File: config.mk
export PLATFORM = sky130hd
export DESIGN_NAME = frac_modulus_divider
export DESIGN_NICKNAME = d
export VERILOG_FILES = /design/src/rtl/fdiv_pkg.sv /design/src/rtl/fdiv_accum.sv /design/src/rtl/fdiv_count.sv /design/src/rtl/frac_modulus_divider.sv
export SDC_FILE = /design/constraint.sdc
export NUM_CORES = 1
export LEC_CHECK = 0
export ABC_AREA = 1
export BUFFER_PORTS_ARGS = -buffer_cell sky130_fd_sc_hd__buf_2
export CAP_MARGIN = 20
export CORE_UTILIZATION = 56
export DETAILED_ROUTE_END_ITERATION = 12
export GPL_TIMING_DRIVEN = 0
export PLACE_DENSITY = 0.84
export SKIP_LAST_GASP = 1
export SLEW_MARGIN = 10
export SYNTH_ARGS = -nofsm -noshare
export SYNTH_HDL_FRONTEND = slang
export SYNTH_SLANG_ARGS = --single-unit
export TNS_END_PERCENT = 100
File: constraint.sdc
create_clock -name clk -period 3.36 [get_ports clk]
set_input_delay 0.672 -clock clk [delete_from_list [all_inputs] [get_ports clk]]
set_output_delay 0.672 -clock clk [all_outputs]
set_load 0.03 [all_outputs]
File: src/rtl/fdiv_pkg.sv
package fdiv_pkg;
  localparam int DEF_N_WIDTH    = 8;
  localparam int DEF_FRAC_WIDTH = 4;
  localparam int DEF_HI_CYCLES  = 2;
endpackage

File: src/rtl/fdiv_accum.sv
module fdiv_accum #(
  parameter int FRAC_WIDTH = fdiv_pkg::DEF_FRAC_WIDTH
) (
  input  logic                  clk,
  input  logic                  rst,
  input  logic                  step,
  input  logic [FRAC_WIDTH-1:0] frac,
  output logic                  carry_nx,
  output logic                  carry_q,
  output logic [FRAC_WIDTH-1:0] resid_q
);
  localparam int SW = FRAC_WIDTH + 1;

  logic [SW-1:0] sum;

  // One-bit quantizer: the overflow of residue plus input.
  assign sum      = {1'b0, resid_q} + {1'b0, frac};
  assign carry_nx = sum[SW-1];

  always_ff @(posedge clk) begin
    if (rst) begin
      carry_q <= 1'b0;
      resid_q <= '0;
    end else if (step) begin
      carry_q <= sum[SW-1];
      resid_q <= sum[FRAC_WIDTH-1:0];
    end
  end

  // a carry occurs exactly when the residue wraps downward.
  p_wrap_r2: assert property (@(posedge clk) disable iff (rst)
    step |=> (carry_q == (resid_q < $past(resid_q))));

  // the carry and residue hold between period starts.
  p_hold_r2: assert property (@(posedge clk) disable iff (rst)
    !step |=> ($stable(resid_q) && $stable(carry_q)));

  // a zero fractional word never produces a carry.
  p_zero_frac_r3: assert property (@(posedge clk) disable iff (rst)
    (step && frac == '0) |=> !carry_q);
endmodule

File: src/rtl/fdiv_count.sv
module fdiv_count #(
  parameter int N_WIDTH   = fdiv_pkg::DEF_N_WIDTH,
  parameter int HI_CYCLES = fdiv_pkg::DEF_HI_CYCLES
) (
  input  logic           clk,
  input  logic           rst,
  input  logic [N_WIDTH:0] len_in,
  output logic           term,
  output logic           div_q
);
  localparam int LW = N_WIDTH + 1;
  localparam logic [LW-1:0] ONE  = LW'(1);
  localparam logic [LW-1:0] HI_W = LW'(HI_CYCLES);

  logic [LW-1:0] pos;
  logic [LW-1:0] len;
  logic [LW-1:0] pos_nx;

  assign term   = (pos == len - ONE);
  assign pos_nx = term ? '0 : pos + ONE;

  always_ff @(posedge clk) begin
    if (rst) begin
      pos   <= '0;
      len   <= ONE;
      div_q <= 1'b0;
    end else begin
      pos   <= pos_nx;
      div_q <= (pos_nx < HI_W);
      if (term) len <= len_in;
    end
  end

  // the position never runs past the loaded period length.
  p_pos_bound_r1: assert property (@(posedge clk) disable iff (rst)
    pos < len);

  // every period starts with the output high.
  p_start_high_r6: assert property (@(posedge clk) disable iff (rst)
    term |=> div_q);
endmodule

File: src/rtl/frac_modulus_divider.sv
module frac_modulus_divider #(
  parameter int N_WIDTH    = fdiv_pkg::DEF_N_WIDTH,
  parameter int FRAC_WIDTH = fdiv_pkg::DEF_FRAC_WIDTH,
  parameter int HI_CYCLES  = fdiv_pkg::DEF_HI_CYCLES
) (
  input  logic                  clk,
  input  logic                  rst,
  input  logic [N_WIDTH-1:0]    n_int,
  input  logic [FRAC_WIDTH-1:0] x_frac,
  output logic                  div_clk,
  output logic                  mod_sel,
  output logic [FRAC_WIDTH-1:0] phase_res
);
  localparam int LW = N_WIDTH + 1;

  logic          term;
  logic          carry_nx;
  logic [LW-1:0] len_next;

  // Length of the coming period: N, or N+1 on an accumulator carry.
  assign len_next = {1'b0, n_int} + LW'(carry_nx);

  fdiv_accum #(.FRAC_WIDTH(FRAC_WIDTH)) u_accum (
    .clk      (clk),
    .rst      (rst),
    .step     (term),
    .frac     (x_frac),
    .carry_nx (carry_nx),
    .carry_q  (mod_sel),
    .resid_q  (phase_res)
  );

  fdiv_count #(.N_WIDTH(N_WIDTH), .HI_CYCLES(HI_CYCLES)) u_count (
    .clk    (clk),
    .rst    (rst),
    .len_in (len_next),
    .term   (term),
    .div_q  (div_clk)
  );

  // the modulus bit moves only at a period start.
  p_mod_at_start_r7: assert property (@(posedge clk) disable iff (rst)
    (mod_sel != $past(mod_sel)) |-> $rose(div_clk));
endmodule

==> metrics.yaml <==
outcome: "finished, final reports clean"
synth_area_um2: 1604
reg2regPathDepth: 11
cts.sinks: 24
wirelength_met1_um: 1593
comb_power_share_pct: 65.2
drive_gt1_share_pct: 19.68
cp-start-kind: "primary input"
layout.cells.non_filler: 280
drtAntennaViolNets: 0
grt_pass1_wl_um: 5871
gp_congestion: 0.8639
cts_resized: 0
dp_hpwl_um: 2595
final.min_clock_period_ns: 2.593
clockBufferDepth: 2
setup_viol: 0
grt_overflow_total: 0
rsz0062_at_grt: "false"
crit_path_cell_trace: "buf_2 -> ha_1 -> inv_1 -> fa_1 -> o21ai_0 -> ha_1 -> ha_1 -> nand3_1 -> nand3b_1 -> xor2_1 -> nor2_1 -> a211oi_2"
maxSlewViolCount: 0
timing.fmax_mhz: 385.6
io_pins: 20
avgSynthCellArea_um2: 7.066
powerDensity_nw_per_um2: 1020
wl_met3_um: 67
intPower_mw: 0.8927
drt-total-wl_um: 3289
synth-seq-cells: 24
min_path_type: "reg2reg"
syn_nets: 250
slew_headroom_pct: 64.21
die_w_um: 55.52
top_layer_used: "met4"
ys_seq_area_share_pct: 29.95
path_class: "in2reg"
p_total_mw: 1.804
fin_area_um2: 1769
reg2reg_to: "u_count.len[6]$_SDFFE_PP0N_"
worst_pin_slew_ns: 0.5368
postCtsSetupBuffers: 0
maxCapViolCount: 0
vias_per_cell: 5.196
placed_area_um2: 1733
synthTopCellsByArea: "dfxtp_1 (30%), nand2_1 (11%), nor2_1 (7.5%)"
dp.cells: 276
max-vdd-ir-drop_mv: 1.085
root_buffer: "clkbuf_4"
cp_slowest_cell: "fa_1"
rows: 19
synth_cell_types: 26
p_seq_share_pct: 26.2
yosys.area.top_type_share_pct: 29.95
syn2layout_area_growth_pct: 10.30
synth_top_area_cell: "dfxtp_1"
worstPathRequired_ns: 3.56
dieArea_um2: 3082
dr.pass1.iters: 4
swShare_pct: 50.53
ys_warn_count: 0
clkLatencyLatePin_ns: 0.32
vias: 1455
synthCells: 227
hp-start: "u_accum.carry_q$_SDFFE_PP0N_"
die_y_um: 55.52
route.detailed.drc: 0
antenna_found_initial: 0
cts_buffers: 3
hold_depth: 2
wl_per_cell_um: 11.75
whs_ns: 0.4630
fill_cells: 246
cts_tree: "done"
clk_pin_slew_ns: 0.13
r2r_slack_ns: 0.81
port_buffers: 18
fin_nets: 273
pwr-share-clk_pct: 8.6
arrival_ns: 2.79
grt_pass1_vias: 1409
hold_viol: 0
wl_met2_um: 1570
min_to: "u_accum.carry_q$_SDFFE_PP0N_"
grt_start_max_net_pins: 14
drt-initial-drc-count: 43
fin_skew_ns: 0.001768
p_leak_nw: 0.8390
cp-end-kind: "flop"
core_area_um2: 2734
timing.rr.start: "u_accum.resid_q[0]$_SDFFE_PP0N_"
worst-path-max-fanout: 2
p_switching_mw: 0.9118
max_stage_delay_ns: 0.41
setup_tns_ns: 0
antenna-diode-count: 0
track_usage_pct: 23.73
ctsHoldBuffers: 0
cpMostUsedCell: "ha_1"
cts_max_level: 1
initial_core_util_pct: 58.67
seqCellArea_um2: 480.5
period_share_pct: 77.18
multiInputGateArea_um2: 952.2
## registers in the layout (all words and copies together) (netlist names)
name / cells
u_count.len: 9
u_count.pos: 9
u_accum.carry_q: 1
u_accum.resid_q: 4
u_count.div_q: 1
## how the worst max path moves through the flow
stage / start / endpoint / slack, ns / cells past startpoint
floorplan: x_frac[0] / u_count.len[6]$_SDFFE_PP0N_ / 0.80 / 11
global placement: x_frac[0] / u_count.len[6]$_SDFFE_PP0N_ / 0.44 / 12
detailed placement: x_frac[0] / u_count.len[6]$_SDFFE_PP0N_ / 0.41 / 12
CTS: x_frac[0] / u_count.len[6]$_SDFFE_PP0N_ / 0.77 / 12
global route: x_frac[0] / u_count.len[6]$_SDFFE_PP0N_ / 0.52 / 12
finish: x_frac[0] / u_count.len[6]$_SDFFE_PP0N_ / 0.77 / 12
## through the flow
stage / util (%) / setup slack (ns)
6_report: 64.71 / 0.7667
5_1_grt: 64.71 / 0.5228
4_1_cts: 64.71 / 0.7654
3_5_place_dp: 63.39 / 0.4098
3_3_place_gp: 63.39 / 0.4391
2_1_floorplan: - / 0.8007
## layout make-up
| type | count | area share, % |
|---|---|---|
| multi-input combinational | 162 | 53.82 |
| sequential | 24 | 27.16 |
| inverter | 35 | 7.426 |
| timing repair buffer | 18 | 5.092 |
| buffer | 6 | 2.263 |
| tap | 31 | 2.192 |
| clock buffer | 4 | 2.051 |
## power groups by stage
| stage | registers (mW) | logic [mW] | clock network (mW) |
|---|---|---|---|
| finish | 0.473 | 1.18 | 0.154 |
| detailed placement | 0.478 | 1.18 | 0 |
| floorplan | 0.525 | 0.877 | 0 |
| global placement | 0.475 | 1.15 | 0 |
| CTS | 0.471 | 1.18 | 0.157 |
| global route | 0.484 | 1.31 | 0.165 |
## kinds of logic (layout without fill, tap and decap cells)
kind of cell,count (synthesis),after routing,synth area share (%)
fa+ha+maj,9,9,7.489
xor+xnor,17,17,9.282
simple gates,109,109,29.49
compound gates,27,27,13.10
buf+inv,41,63,10.69
flops,24,24,29.95
## critical path: cells and delay by family
kind	cells	cell delay, ns
fa+ha+maj	4	0.99
compound gates	2	0.39
simple gates	3	0.46
xor+xnor	1	0.16
buf+inv	2	0.14
## placed cells by master (no fill, tap or decap), drive strengths merged
cell type	count
xor2	12
fa	1
a21oi	10
o21ai	11
buf	23
nand3	18
nor2	33
nand3b	2
nor3	3
inv	35
nand2	46
a211oi	6
or2	2
clkbuf	5
ha	8
xnor2	5
dfxtp	24
nand4	5
## per-layer routing
metal  vias to the layer above  track usage, %
met5                         -               0
met4                         0           7.857
met3                         9           2.342
met2                        28           42.00
met1                       654           30.04
li1                        764               -
## Yosys cell counts
master,instances
a211oi_2,6
a21oi_1,2
a21oi_2,8
buf_1,1
buf_2,2
buf_6,2
clkbuf_1,1
dfxtp_1,24
fa_1,1
ha_1,8
inv_1,31
inv_2,4
nand2_1,46
nand3_1,17
nand3_2,1
nand3b_1,2
nand4_1,5
nor2_1,32
nor2_2,1
nor3_1,2
nor3_2,1
o21ai_0,1
o21ai_1,10
or2_2,2
xnor2_1,5
xor2_1,12
Note: power is estimated with default switching activity, not from simulation.
